--- config.mk ---
export PLATFORM = sky130hd
export DESIGN_NAME = pwrseq_ctrl
export DESIGN_NICKNAME = d
export VERILOG_FILES = /design/src/rtl/pwrseq_pkg.sv /design/src/rtl/pwrseq_hold_timer.sv /design/src/rtl/pwrseq_fsm.sv /design/src/rtl/pwrseq_ctrl.sv
export SDC_FILE = /design/constraint.sdc
export NUM_CORES = 1
export LEC_CHECK = 0
export ABC_CLOCK_PERIOD_IN_PS = 1800
export BUFFER_PORTS_ARGS = -buffer_cell sky130_fd_sc_hd__buf_4
export CAP_MARGIN = 20
export CELL_PAD_IN_SITES_DETAIL_PLACEMENT = 1
export CELL_PAD_IN_SITES_GLOBAL_PLACEMENT = 1
export CORE_AREA = 2 2 72 74
export CTS_CLUSTER_DIAMETER = 40
export CTS_CLUSTER_SIZE = 20
export DETAILED_ROUTE_END_ITERATION = 10
export DIE_AREA = 0 0 74 76
export PLACE_DENSITY = 0.77
export SLEW_MARGIN = 20
export SYNTH_ARGS = -nofsm -noshare
export SYNTH_HDL_FRONTEND = slang
export SYNTH_SLANG_ARGS = --single-unit
--- constraint.sdc ---
create_clock -name clk -period 1.8 [get_ports clk]
set_input_delay 0 -clock clk [delete_from_list [all_inputs] [get_ports clk]]
set_output_delay 0 -clock clk [all_outputs]
set_load 0.01 [all_outputs]
--- src/rtl/pwrseq_pkg.sv ---
package pwrseq_pkg;

    typedef enum logic [2:0] {
        ST_WAIT   = 3'd0,
        ST_SETTLE = 3'd1,
        ST_PG     = 3'd2,
        ST_RUN    = 3'd3,
        ST_FAULT  = 3'd4
    } seq_state_e;

    typedef struct packed {
        logic v33;
        logic pll;
        logic core;
        logic aux;
        logic clk_run;
    } supply_flags_t;

    function automatic logic flags_all_good(supply_flags_t f);
        return f.v33 & f.pll & f.core & f.aux & f.clk_run;
    endfunction

    function automatic logic state_drives_pg(seq_state_e s);
        return (s == ST_PG) || (s == ST_RUN);
    endfunction

    function automatic logic state_counts_lead(seq_state_e s);
        return (s == ST_WAIT) || (s == ST_SETTLE);
    endfunction

endpackage

--- src/rtl/pwrseq_hold_timer.sv ---
module pwrseq_hold_timer #(
    parameter int unsigned HOLD_CYC = 16
) (
    input  logic clk,
    input  logic rst,
    input  logic level,
    output logic done
);
    localparam int unsigned CW = $clog2(HOLD_CYC + 2);
    localparam logic [CW-1:0] LIMIT = CW'(HOLD_CYC);

    logic [CW-1:0] run_len;

    always_ff @(posedge clk) begin
        if (rst || !level) begin
            run_len <= '0;
        end else if (run_len < LIMIT) begin
            run_len <= run_len + 1'b1;
        end
    end

    assign done = (run_len >= LIMIT);


    hold_keeps_chk: assert property (@(posedge clk) disable iff (rst)
        (level && done) |=> done);

endmodule

--- src/rtl/pwrseq_fsm.sv ---
module pwrseq_fsm
    import pwrseq_pkg::*;
(
    input  logic          clk,
    input  logic          rst,
    input  supply_flags_t flags,
    input  logic          v33_done,
    input  logic          pll_done,
    input  logic          lead_done,
    input  logic          rel_done,
    output seq_state_e    state,
    output logic          fault_sticky
);
    seq_state_e nxt;
    logic       all_ok;
    logic       pg_on;

    assign all_ok = flags_all_good(flags);
    assign pg_on  = state_drives_pg(state);

    always_comb begin
        nxt = state;
        unique case (state)
            ST_WAIT:   if (all_ok) nxt = ST_SETTLE;
            ST_SETTLE: begin
                if (!all_ok)                             nxt = ST_WAIT;
                else if (v33_done && pll_done && lead_done) nxt = ST_PG;
            end
            ST_PG: begin
                if (!all_ok)       nxt = ST_FAULT;
                else if (rel_done) nxt = ST_RUN;
            end
            ST_RUN:    if (!all_ok) nxt = ST_FAULT;
            ST_FAULT:  nxt = ST_WAIT;
            default:   nxt = ST_WAIT;
        endcase
    end

    always_ff @(posedge clk) begin
        if (rst) begin
            state        <= ST_WAIT;
            fault_sticky <= 1'b0;
        end else begin
            state <= nxt;
            if (pg_on && !all_ok) fault_sticky <= 1'b1;
        end
    end


    pg_needs_flags_chk: assert property (@(posedge clk) disable iff (rst)
        $rose(pg_on) |-> $past(all_ok));


    dropout_fault_chk: assert property (@(posedge clk) disable iff (rst)
        (pg_on && !all_ok) |=> (state == ST_FAULT));


    fault_one_cycle_chk: assert property (@(posedge clk) disable iff (rst)
        (state == ST_FAULT) |=> (state == ST_WAIT));


    fault_sticky_chk: assert property (@(posedge clk) disable iff (rst)
        fault_sticky |=> fault_sticky);


    run_from_pg_chk: assert property (@(posedge clk) disable iff (rst)
        (state == ST_RUN && $past(state) != ST_RUN) |-> ($past(state) == ST_PG && $past(rel_done)));

endmodule

--- src/rtl/pwrseq_ctrl.sv ---
module pwrseq_ctrl
    import pwrseq_pkg::*;
#(
    parameter int unsigned RST_LEAD_CYC    = 1,
    parameter int unsigned PLL_SETTLE_CYC  = 500,
    parameter int unsigned V33_SETTLE_CYC  = 300000,
    parameter int unsigned RST_RELEASE_CYC = 1000
) (
    input  logic       clk,
    input  logic       rst,
    input  logic       v33_ok,
    input  logic       pll_ok,
    input  logic       core_ok,
    input  logic       aux_ok,
    input  logic       sysclk_run,
    output logic       cpu_rst_n,
    output logic       pwr_good,
    output logic [2:0] seq_status,
    output logic       fault_latched
);
    localparam int unsigned REL_HOLD = (RST_RELEASE_CYC > 0) ? RST_RELEASE_CYC - 1 : 0;

    supply_flags_t flags;
    seq_state_e    state;
    logic          v33_done, pll_done, lead_done, rel_done;
    logic          lead_level, rel_level;

    assign flags = '{v33: v33_ok, pll: pll_ok, core: core_ok, aux: aux_ok, clk_run: sysclk_run};
    assign lead_level = state_counts_lead(state);
    assign rel_level  = (state == ST_PG);

    pwrseq_hold_timer #(.HOLD_CYC(V33_SETTLE_CYC)) u_v33_hold (
        .clk(clk), .rst(rst), .level(v33_ok), .done(v33_done));

    pwrseq_hold_timer #(.HOLD_CYC(PLL_SETTLE_CYC)) u_pll_hold (
        .clk(clk), .rst(rst), .level(pll_ok), .done(pll_done));

    pwrseq_hold_timer #(.HOLD_CYC(RST_LEAD_CYC)) u_lead_hold (
        .clk(clk), .rst(rst), .level(lead_level), .done(lead_done));

    pwrseq_hold_timer #(.HOLD_CYC(REL_HOLD)) u_rel_hold (
        .clk(clk), .rst(rst), .level(rel_level), .done(rel_done));

    pwrseq_fsm u_fsm (
        .clk(clk), .rst(rst), .flags(flags),
        .v33_done(v33_done), .pll_done(pll_done),
        .lead_done(lead_done), .rel_done(rel_done),
        .state(state), .fault_sticky(fault_latched));

    assign pwr_good   = state_drives_pg(state);
    assign cpu_rst_n  = (state == ST_RUN);
    assign seq_status = state;


    v33_window_chk: assert property (@(posedge clk) disable iff (rst)
        $rose(pwr_good) |-> $past(v33_done));


    pll_window_chk: assert property (@(posedge clk) disable iff (rst)
        $rose(pwr_good) |-> $past(pll_done));


    lead_window_chk: assert property (@(posedge clk) disable iff (rst)
        $rose(pwr_good) |-> (!cpu_rst_n && $past(!cpu_rst_n) && $past(lead_done)));


    reset_under_pg_chk: assert property (@(posedge clk) disable iff (rst)
        cpu_rst_n |-> pwr_good);

endmodule

==> out/qor_table.md, run 1 <==
| Quantity | Value |
|:---|:---|
| CTS Root Cell | clkbuf_8 |
| Global-route wire length before repair | 8714 um |
| Boundary pin count | 13 |
| Worst-path clk slew | 0.09 ns |
| Clk_lat worst skew | 0.31 ns |
| Nature of the critical path startpoint | flop |
| Fraction of post-synthesis cell area in the top cell type by area | 0.4198 |
| Final-report max-slew violation count | 0 |
| Primary FF master, synth | dfxtp_1 |
| Synthesis-to-finish area growth | 24.93% |
| Unrepaired setup endpoints after global routing | yes |
| First-iteration detailed-routing DRC count | 80 |
| Cts bufs inserted | 5 |
| R2r endpoint | u_v33_hold.run_len[8] |
| Ratio of total power to cell area | 753.0 nW/um^2 |
| Startpoint of the tightest hold check path | aux_ok |
| DR vias | 1911 |
| Die Y-Extent | 76 um |
| First drt pass iteration count | 4 |
| Category of the most critical setup path | flop to flop |
| Required time of the critical path | 2.04 ns |
| Sequential-to-total area share from yosys stat | 0.4198 |
| Source of the worst register-to-register timing path | u_v33_hold.run_len[16] |
| Vias in the first global route | 1914 |
| Final HPWL DP | 3589 um |
| Final standard cell area without fillers | 2621 sq um |
| Count of fill cells added during filler insertion | 596 |
| Netlist Area Pre-Place | 2098 sq um |
| Average vias per placed instance | 5.460 |
| Worst reg-to-reg path cell count | 6 |
| Shortest clock period the worst path allows after layout | 1.794 ns |
| Library cell occupying the most area in the post-synthesis netlist | dfxtp_1 |
| Hold Vio Cnt, Final | 0 |
| Initial antenna violation count | 0 |
| Antenna diodes | 0 |
| Number of buffers added on ports | 12 |
| Run status | completed |
| Number of core rows | 26 |
| Avg WL per Cell | 15.75 um |
| Most used cells in the layout excluding fill and tap cells | dfxtp_1, buf_4, nor2_1 |
| Hold path endpoint | u_fsm.state[2] |
| TritonCTS clock tree | yes |
| Standard cell core area | 4912 sq um |
| Count of max-cap constraint violations | 0 |
| Mean instance size in the synthesized netlist | 8.671 sq um |
| Placed instance area | 2400 sq um |
| Worst Hold Depth | 4 |
| Effective utilization at floorplan | 0.4272 |
| Congestion Overflow GR | 0 |
| # setup viols final | 0 |
| Yosys Warn Count | 0 |
| Total negative setup slack | 0 ns |
| Floorplan die area | 5624 sq um |
| Weighted congestion reported at the end of routability-driven placement | 0.7952 |
| Most frequent standard cell in the layout excluding fill and tap cells | dfxtp_1 |
| Max_slew headroom | 0.7417 |
| Layout cells sized above 1 | 0.2250 |
| Crit path max fanout | 11 |
| Post-detailed-route count of antenna-violating nets | 0 |
| Net Count, Synth | 256 |
| Setup slack of the most critical reg-to-reg path | 0.006 ns |
| Clock buffer depth | 2 |
| Achievable Freq | 0.5575 GHz |
| Leading cell types by total area after synthesis | dfxtp_1, a21oi_1, ha_1 |
| Fraction of synthesis flops using an asynchronous set or reset pin | 0 |
| Synth Instances | 242 |
| Synth cell types | 40 |
| Nature of the critical path endpoint | flop |
| Number of remaining DRC errors | 0 |
| Post-place setup slack | -0.007796 ns |
| Static leakage | 0.9958 nW |
| Number of enable-type register cells in the synthesized netlist | 0 |
| Worst vdd ir | 0.0003858 V |
| Width of the chip | 74 um |
| Final period utilization | 0.9965 |
| Hold Crit Class | primary input to flop |
| Number of nets in the finished design | 293 |
| Yosys reg bits | 44 |
| Overall fraction of global-route tracks in use | 0.1980 |
| Total detailed-routing wirelength | 5514 um |
| Pin count of the biggest net entering global routing | 17 |
| CTS HTree Levels | 2 |
| TritonCTS Sinks | 44 |
| Setup slack after layout | 0.006314 ns |
| Data arrival time of the worst path | 2.03 ns |
| Transition time at the pin with the least slew margin | 0.3842 ns |
| Worst clock skew on the final layout | 0.009597 ns |
-- timing repair --
action                                 CTS  global route
pin swaps                                4             6
endpoints found under the hold margin    3             0
setup endpoints to repair                1            17
resized for setup                        3            13
setup buffers                            1             3
hold buffers                             1             0
-- per-layer routing --
metal	wire, um	up-vias	track usage
met5	0	-	0
met4	111	0	0.07273
met3	147	10	0.04630
met2	2909	24	0.3393
met1	2346	944	0.2352
li1	-	933	-
-- cells in the mapped netlist (2+ instances only) --
master and count:
o21a_1 3, o21ai_0 6, xnor2_1 6, ha_1 7, nand2b_1 3, dfxtp_1 44, nand2_1 17, o21ai_1 8
mux2i_1 3, a21oi_1 24, nor2_1 23, inv_1 14, a31oi_1 2, or4_1 4, nor4_1 2, nand4_1 7
nor2b_1 2, o31ai_1 4, or3_1 12, clkbuf_1 4, nor3_1 4, nor4_2 2, and3_1 8, nand3_1 11
xor2_1 7
-- through the flow --
stage / utilization / instances / hold WS [ns] / total power, W
after floorplan: - / 242 / 0.07238 / 0.001122
after global placement: 0.4885 / 337 / 0.2303 / 0.001158
after detailed placement: 0.4885 / 337 / 0.2411 / 0.001168
after CTS: 0.5196 / 347 / 0.06776 / 0.001990
after global routing: 0.5336 / 350 / 0.1395 / 0.002052
final: 0.5336 / 350 / 0.08837 / 0.001974
-- logic make-up (layout without fill, tap and decap cells) --
kind of cell,Yosys count,count (layout),synth area share
fa+ha+maj,7,7,0.04174
mux,3,3,0.01431
simple gates,101,101,0.2636
flops,44,44,0.4198
compound gates,54,54,0.1664
buf+inv,20,58,0.03995
xor+xnor,13,13,0.05426
-- how the worst max path moves through the flow --
stage	startpoint	to	slack [ns]
finish	u_v33_hold.run_len[16]	u_v33_hold.run_len[8]	0.006
global route	u_v33_hold.run_len[13]	u_v33_hold.run_len[13]	-0.06
CTS	u_v33_hold.run_len[13]	u_v33_hold.run_len[17]	0.003
detailed placement	u_v33_hold.run_len[13]	u_v33_hold.run_len[8]	-0.008
global placement	u_v33_hold.run_len[13]	u_v33_hold.run_len[8]	0.04
floorplan	u_v33_hold.run_len[13]	u_v33_hold.run_len[16]	0.17
-- registers in the layout, summed over array words and instances, names as in the netlist --
register / cells
u_lead_hold.run_len: 2
u_fsm.state: 3
u_v33_hold.run_len: 19
u_pll_hold.run_len: 9
u_rel_hold.run_len: 10
u_fsm.fault_sticky: 1
-- layout make-up --
| class | count | area [sq um] | area share |
|---|---|---|---|
| Tap cell | 70 | 87.58 | 0.03341 |
| Timing Repair Buffer | 36 | 289.0 | 0.1103 |
| Sequential cell | 44 | 889.6 | 0.3394 |
| Clock buffer | 6 | 82.58 | 0.03150 |
| Inverter | 14 | 52.55 | 0.02005 |
| Clock inverter | 2 | 38.79 | 0.01480 |
| Multi-Input combinational cell | 178 | 1181 | 0.4506 |
-- critical path: stages, from the launching register on --
cell and delay (ns):
dfxtp_1 0.36, o31ai_1 0.31, a21o_2 0.21, o211ai_4 0.10, buf_12 0.15, or4_4 0.47, a21oi_2 0.12
-- power by group --
| group | switching, W | leakage [nW] | internal, W |
|---|---|---|---|
| Combinational | 0.0000734 | 0.575 | 0.0000700 |
| Clock | 0.000369 | 0.0614 | 0.000454 |
| Sequential | 0.0000147 | 0.359 | 0.000993 |
(Power assumes the default switching activity.)
==> inputs of run 2 (changes only) <==
Settings changed: CELL_PAD_IN_SITES_DETAIL_PLACEMENT 1 to unset, CELL_PAD_IN_SITES_GLOBAL_PLACEMENT 1 to unset, CORE_AREA 2 2 72 74 to 2 2 68 70, CTS_BUF_LIST set to sky130_fd_sc_hd__clkbuf_4, DIE_AREA 0 0 74 76 to 0 0 70 72, PLACE_DENSITY 0.77 to 0.68.
==> out/qor_table.md, run 2 (synthesized netlist as in run 1, its figures left out) <==
| Quantity | Value |
|:---|:---|
| Hold Crit Class | primary input to flop |
| Crit path max fanout | 10 |
| Category of the most critical setup path | flop to flop |
| Number of nets in the finished design | 286 |
| First-iteration detailed-routing DRC count | 78 |
| Number of remaining DRC errors | 0 |
| Final HPWL DP | 2796 um |
| # setup viols final | 0 |
| Vias in the first global route | 1565 |
| Final period utilization | 0.9891 |
| Boundary pin count | 13 |
| Number of placed instances with taps included | 315 |
| Effective utilization at floorplan | 0.4921 |
| Synthesis-to-finish area growth | 18.07% |
| Die Y-Extent | 72 um |
| Clk_lat worst skew | 0.35 ns |
| Run status | completed |
| Data arrival time of the worst path | 2.07 ns |
| TritonCTS Sinks | 44 |
| Shortest clock period the worst path allows after layout | 1.780 ns |
| Congestion Overflow GR | 0 |
| Post-route core utilization | 0.5810 |
| Overall fraction of global-route tracks in use | 0.1650 |
| Count of placed standard cells in the final layout, fillers left out | 325 |
| Setup slack after layout | 0.01964 ns |
| Number of buffers added on ports | 12 |
| CTS HTree Levels | 2 |
| CTS Root Cell | clkbuf_4 |
| Hold Vio Cnt, Final | 0 |
| Max_slew headroom | 0.7580 |
| Required time of the critical path | 2.09 ns |
| Cts bufs inserted | 5 |
| Width of the chip | 70 um |
| Achievable Freq | 0.5617 GHz |
| Worst-path clk slew | 0.13 ns |
| Transition time at the pin with the least slew margin | 0.3630 ns |
| Ratio of total power to cell area | 705.7 nW/um^2 |
| Average vias per placed instance | 5.397 |
| Static leakage | 0.9091 nW |
| Clock buffer depth | 2 |
| Number of flip-flops under the largest register name | 19 |
| Total detailed-routing wirelength | 3904 um |
| TritonCTS clock tree | yes |
| Avg WL per Cell | 12.01 um |
| Initial antenna violation count | 0 |
| Global-route wire length before repair | 6734 um |
| Post-place setup slack | 0.009330 ns |
| Nature of the critical path endpoint | flop |
| Unrepaired setup endpoints after global routing | yes |
| Worst vdd ir | 0.0004742 V |
| Antenna diodes | 0 |
| Most frequent standard cell in the layout excluding fill and tap cells | dfxtp_1 |
| Nature of the critical path startpoint | flop |
| First drt pass iteration count | 4 |
| Pin count of the biggest net entering global routing | 17 |
| Biggest register | u_v33_hold.run_len |
| Number of core rows | 24 |
| Weighted congestion reported at the end of routability-driven placement | 0.7429 |
| Floorplan die area | 5040 sq um |
| Registers with the highest flip-flop counts | u_v33_hold.run_len (19), u_rel_hold.run_len (10), u_pll_hold.run_len (9) |
| Worst clock skew on the final layout | 0.009572 ns |
| Most used cells in the layout excluding fill and tap cells | dfxtp_1, buf_4, a21oi_1 |
| Layout cells sized above 1 | 0.1832 |
| Final-report max-slew violation count | 0 |
| DR vias | 1754 |
| Post-detailed-route count of antenna-violating nets | 0 |
| Standard cell core area | 4264 sq um |
| Count of max-cap constraint violations | 0 |
## run 2: cell count changes in the layout (fill, tap and decap cells not counted), sizes merged
cell,previous run,this run
buf,35,28
## run 2: cell type report
cell class | instances | area, sq um
fillers | 411 | 1787
multi-input cells | 178 | 1156
flip-flops and latches | 44 | 887.1
repair buffers | 29 | 236.5
well taps | 52 | 65.06
inverters | 14 | 52.55
clock buffers | 6 | 45.04
clock inverters | 2 | 35.03
## run 2: power breakdown
group          leakage (nW)  internal [W]  switching [W]
clock                0.0456      0.000307       0.000306
sequential            0.358      0.000994      0.0000140
combinational         0.505     0.0000660      0.0000618
## run 2: final timing paths
| check | start | to | slack (ns) | depth (start not counted) |
|---|---|---|---|---|
| hold / removal | aux_ok | u_fsm.state[1] | 0.02 | 5 |
| hold reg to reg | u_pll_hold.run_len[8] | u_pll_hold.run_len[8] | 0.49 | 2 |
| setup / recovery | u_v33_hold.run_len[13] | u_v33_hold.run_len[8] | 0.02 | 6 |
| setup reg to reg | u_v33_hold.run_len[13] | u_v33_hold.run_len[8] | 0.02 | 6 |
## run 2: per-stage QoR
stage	power [W]	setup TNS, ns	hold slack (ns)	instance area (sq um)
detailed placement	0.001158	0	0.2382	2347
CTS	0.001776	-0.004192	0.008561	2437
finish	0.001748	0	0.02324	2477
global route	0.001823	-0.1553	0.03451	2477
global placement	0.001153	0	0.2316	2347
floorplan	0.001122	0	0.07238	2098
## run 2: layer usage
layer | global-route usage | up-vias | wire length, um | share of wire
met5 | 0 | - | 0 | 0
met4 | 0.05769 | 0 | 56 | 0.014
met3 | 0.04167 | 7 | 106 | 0.027
met2 | 0.2836 | 19 | 1863 | 0.48
met1 | 0.2026 | 805 | 1878 | 0.48
li1 | - | 923 | - | -
## run 2: critical path, cell delays in order (launching register included)
cell and delay, ns:
dfxtp_2 0.36, nor4_4 0.27, a21o_2 0.21, o211ai_2 0.12, buf_12 0.16, or4_1 0.46, a21oi_1 0.14
## run 2: what timing repair did
item	in CTS	in global routing
buffers inserted	0	1
hold buffers	1	0
gates resized for setup	0	9
hold endpoints to repair	4	0
endpoints found under the setup margin	1	10
pin swaps	3	5
==> inputs of run 3 (changes only) <==
Settings changed: CTS_BUF_LIST sky130_fd_sc_hd__clkbuf_4 to unset.
==> out/qor_table.md, run 3 (synthesized netlist as in run 1, its figures left out) <==
| Quantity | Value |
|:---|:---|
| CTS Root Cell | clkbuf_8 |
| CTS HTree Levels | 2 |
| DR vias | 1783 |
| Count of buffering cells on the critical path with inverters included | 1 |
| Most frequent standard cell in the layout excluding fill and tap cells | dfxtp_1 |
| Most used cells in the layout excluding fill and tap cells | dfxtp_1, buf_4, nor2_1, a21oi_1, nand2_1 |
| Post-route core utilization | 0.5951 |
| Boundary pin count | 13 |
| Final-report max-slew violation count | 0 |
| Width of the chip | 70 um |
| Pin count of the biggest net entering global routing | 17 |
| Clock buffer depth | 2 |
| Ratio of total power to cell area | 736.5 nW/um^2 |
| Transition time at the pin with the least slew margin | 0.3706 ns |
| Count of fill cells added during filler insertion | 401 |
| Shortest clock period the worst path allows after layout | 1.763 ns |
| Source of the worst register-to-register timing path | u_v33_hold.run_len[13] |
| Met2 routed WL | 2053 um |
| Hold Crit Class | primary input to flop |
| Fraction of power spent switching nets | 0.2127 |
| Biggest register | u_v33_hold.run_len |
| Final HPWL DP | 2796 um |
| Setup slack after layout | 0.03686 ns |
| Wire length on met3 | 91 um |
| Synthesis-to-finish area growth | 20.93% |
| Required time of the critical path | 2.03 ns |
| Crit-path cells | nor4_4 -> a21o_2 -> o211ai_4 -> buf_12 -> or4_4 -> a21oi_1 |
| Crit path max fanout | 10 |
| Global-route wire length before repair | 6762 um |
| Number of placed instances with taps included | 315 |
| Count of max-cap constraint violations | 0 |
| Number of core rows | 24 |
| Startpoint of the tightest hold check path | aux_ok |
| Vias in the first global route | 1567 |
| Number of remaining DRC errors | 0 |
| TritonCTS Sinks | 44 |
| Nature of the critical path startpoint | flop |
| Antenna diodes | 0 |
| Clk_lat worst skew | 0.29 ns |
| Floorplan die area | 5040 sq um |
| Number of flip-flops under the largest register name | 19 |
| Number of nets in the finished design | 288 |
| Static leakage | 0.9666 nW |
| Achievable Freq | 0.5672 GHz |
| Congestion Overflow GR | 0 |
| Registers with the highest flip-flop counts | u_v33_hold.run_len (19), u_rel_hold.run_len (10), u_pll_hold.run_len (9) |
| Hold Vio Cnt, Final | 0 |
| Post-place setup slack | 0.009330 ns |
| Delay of the slowest critical-path stage | 0.47 ns |
| Post-layout power | 0.001869 W |
| Max_slew headroom | 0.7529 |
| Worst vdd ir | 0.0005032 V |
| First drt pass iteration count | 4 |
| Number of buffers added on ports | 12 |
| Cts bufs inserted | 5 |
| # setup viols final | 0 |
| Nature of the critical path endpoint | flop |
| Final period utilization | 0.9795 |
| Effective utilization at floorplan | 0.4921 |
| Internal power | 0.001471 W |
| Metal1 wirelength | 1937 um |
| Overall fraction of global-route tracks in use | 0.1659 |
| Layout cells sized above 1 | 0.1855 |
| Run status | completed |
| Top Family by Delay on Critical Path | simple AND/OR/NAND/NOR gates |
| Part of the power in registers | 0.539 |
| TritonCTS clock tree | yes |
| Top metal layer carrying routed signals | met4 |
| Post-detailed-route count of antenna-violating nets | 0 |
| Average vias per placed instance | 5.453 |
| Total detailed-routing wirelength | 4129 um |
| Initial antenna violation count | 0 |
| Worst-path clk slew | 0.08 ns |
| Worst clock skew on the final layout | 0.005910 ns |
| Share of total power in combinational logic | 0.070 |
| Weighted congestion reported at the end of routability-driven placement | 0.7429 |
| Avg WL per Cell | 12.63 um |
| Total negative setup slack | 0 ns |
| Net Sw Power | 0.0003974 W |
| Power share of the clock group | 0.392 |
| First-iteration detailed-routing DRC count | 77 |
| Critical-path top delay cell | or4_4 |
| Unrepaired setup endpoints after global routing | yes |
| Worst setup path startpoint | u_v33_hold.run_len[13] |
| Category of the most critical setup path | flop to flop |
| Die Y-Extent | 72 um |
| Standard cell core area | 4264 sq um |
| Count of placed standard cells in the final layout, fillers left out | 327 |
| Data arrival time of the worst path | 1.99 ns |
==> run 3: through the flow <==
step,hold slack (ns),instance area [sq um]
floorplan,0.07238,2098
global placement,0.2316,2347
detailed placement,0.2382,2347
CTS,0.08532,2465
global route,0.1149,2537
finish,0.08878,2537
==> run 3: final timing paths <==
kind         cells after the start               endpoint  slack (ns)
max                              6  u_v33_hold.run_len[8]        0.04
min                              4         u_fsm.state[2]        0.09
max reg2reg                      6  u_v33_hold.run_len[8]        0.04
min reg2reg                      2  u_pll_hold.run_len[8]        0.48
==> run 3: cell type report <==
class / instances / area, sq um / area share
multi-input combinational: 178 / 1172 / 0.4620
clock inverter: 2 / 35.03 / 0.01381
inverter: 14 / 52.55 / 0.02071
clock buffer: 6 / 72.57 / 0.02860
timing repair buffer: 31 / 255.2 / 0.1006
tap: 52 / 65.06 / 0.02564
sequential: 44 / 884.6 / 0.3486
==> run 3: worst min-delay path, stage by stage <==
cell and delay [ns]:
buf_4 0.11, nand2_1 0.04, nor2_1 0.07, nor3_1 0.11
==> run 3: power by group through the flow <==
stage | Combinational (W) | Sequential, W | Clock [W]
after detailed placement | 0.000129 | 0.00103 | 0
after CTS | 0.000132 | 0.00101 | 0.000754
after floorplan | 0.0000951 | 0.00103 | 0
final | 0.000130 | 0.00101 | 0.000732
after global routing | 0.000144 | 0.00101 | 0.000794
after global placement | 0.000124 | 0.00103 | 0
==> run 3: metal layers <==
| layer | GRT usage | up-vias |
|---|---|---|
| li1 | - | 924 |
| met1 | 0.2043 | 835 |
| met2 | 0.2847 | 19 |
| met3 | 0.04167 | 5 |
| met4 | 0.05769 | 0 |
| met5 | 0 | - |
==> run 3: repair_timing <==
item / CTS / global route
gates resized for setup: 0 / 13
pin swaps: 3 / 7
endpoints found under the hold margin: 3 / 0
hold buffers: 1 / 0
buffers inserted: 0 / 3
setup endpoints to repair: 1 / 10
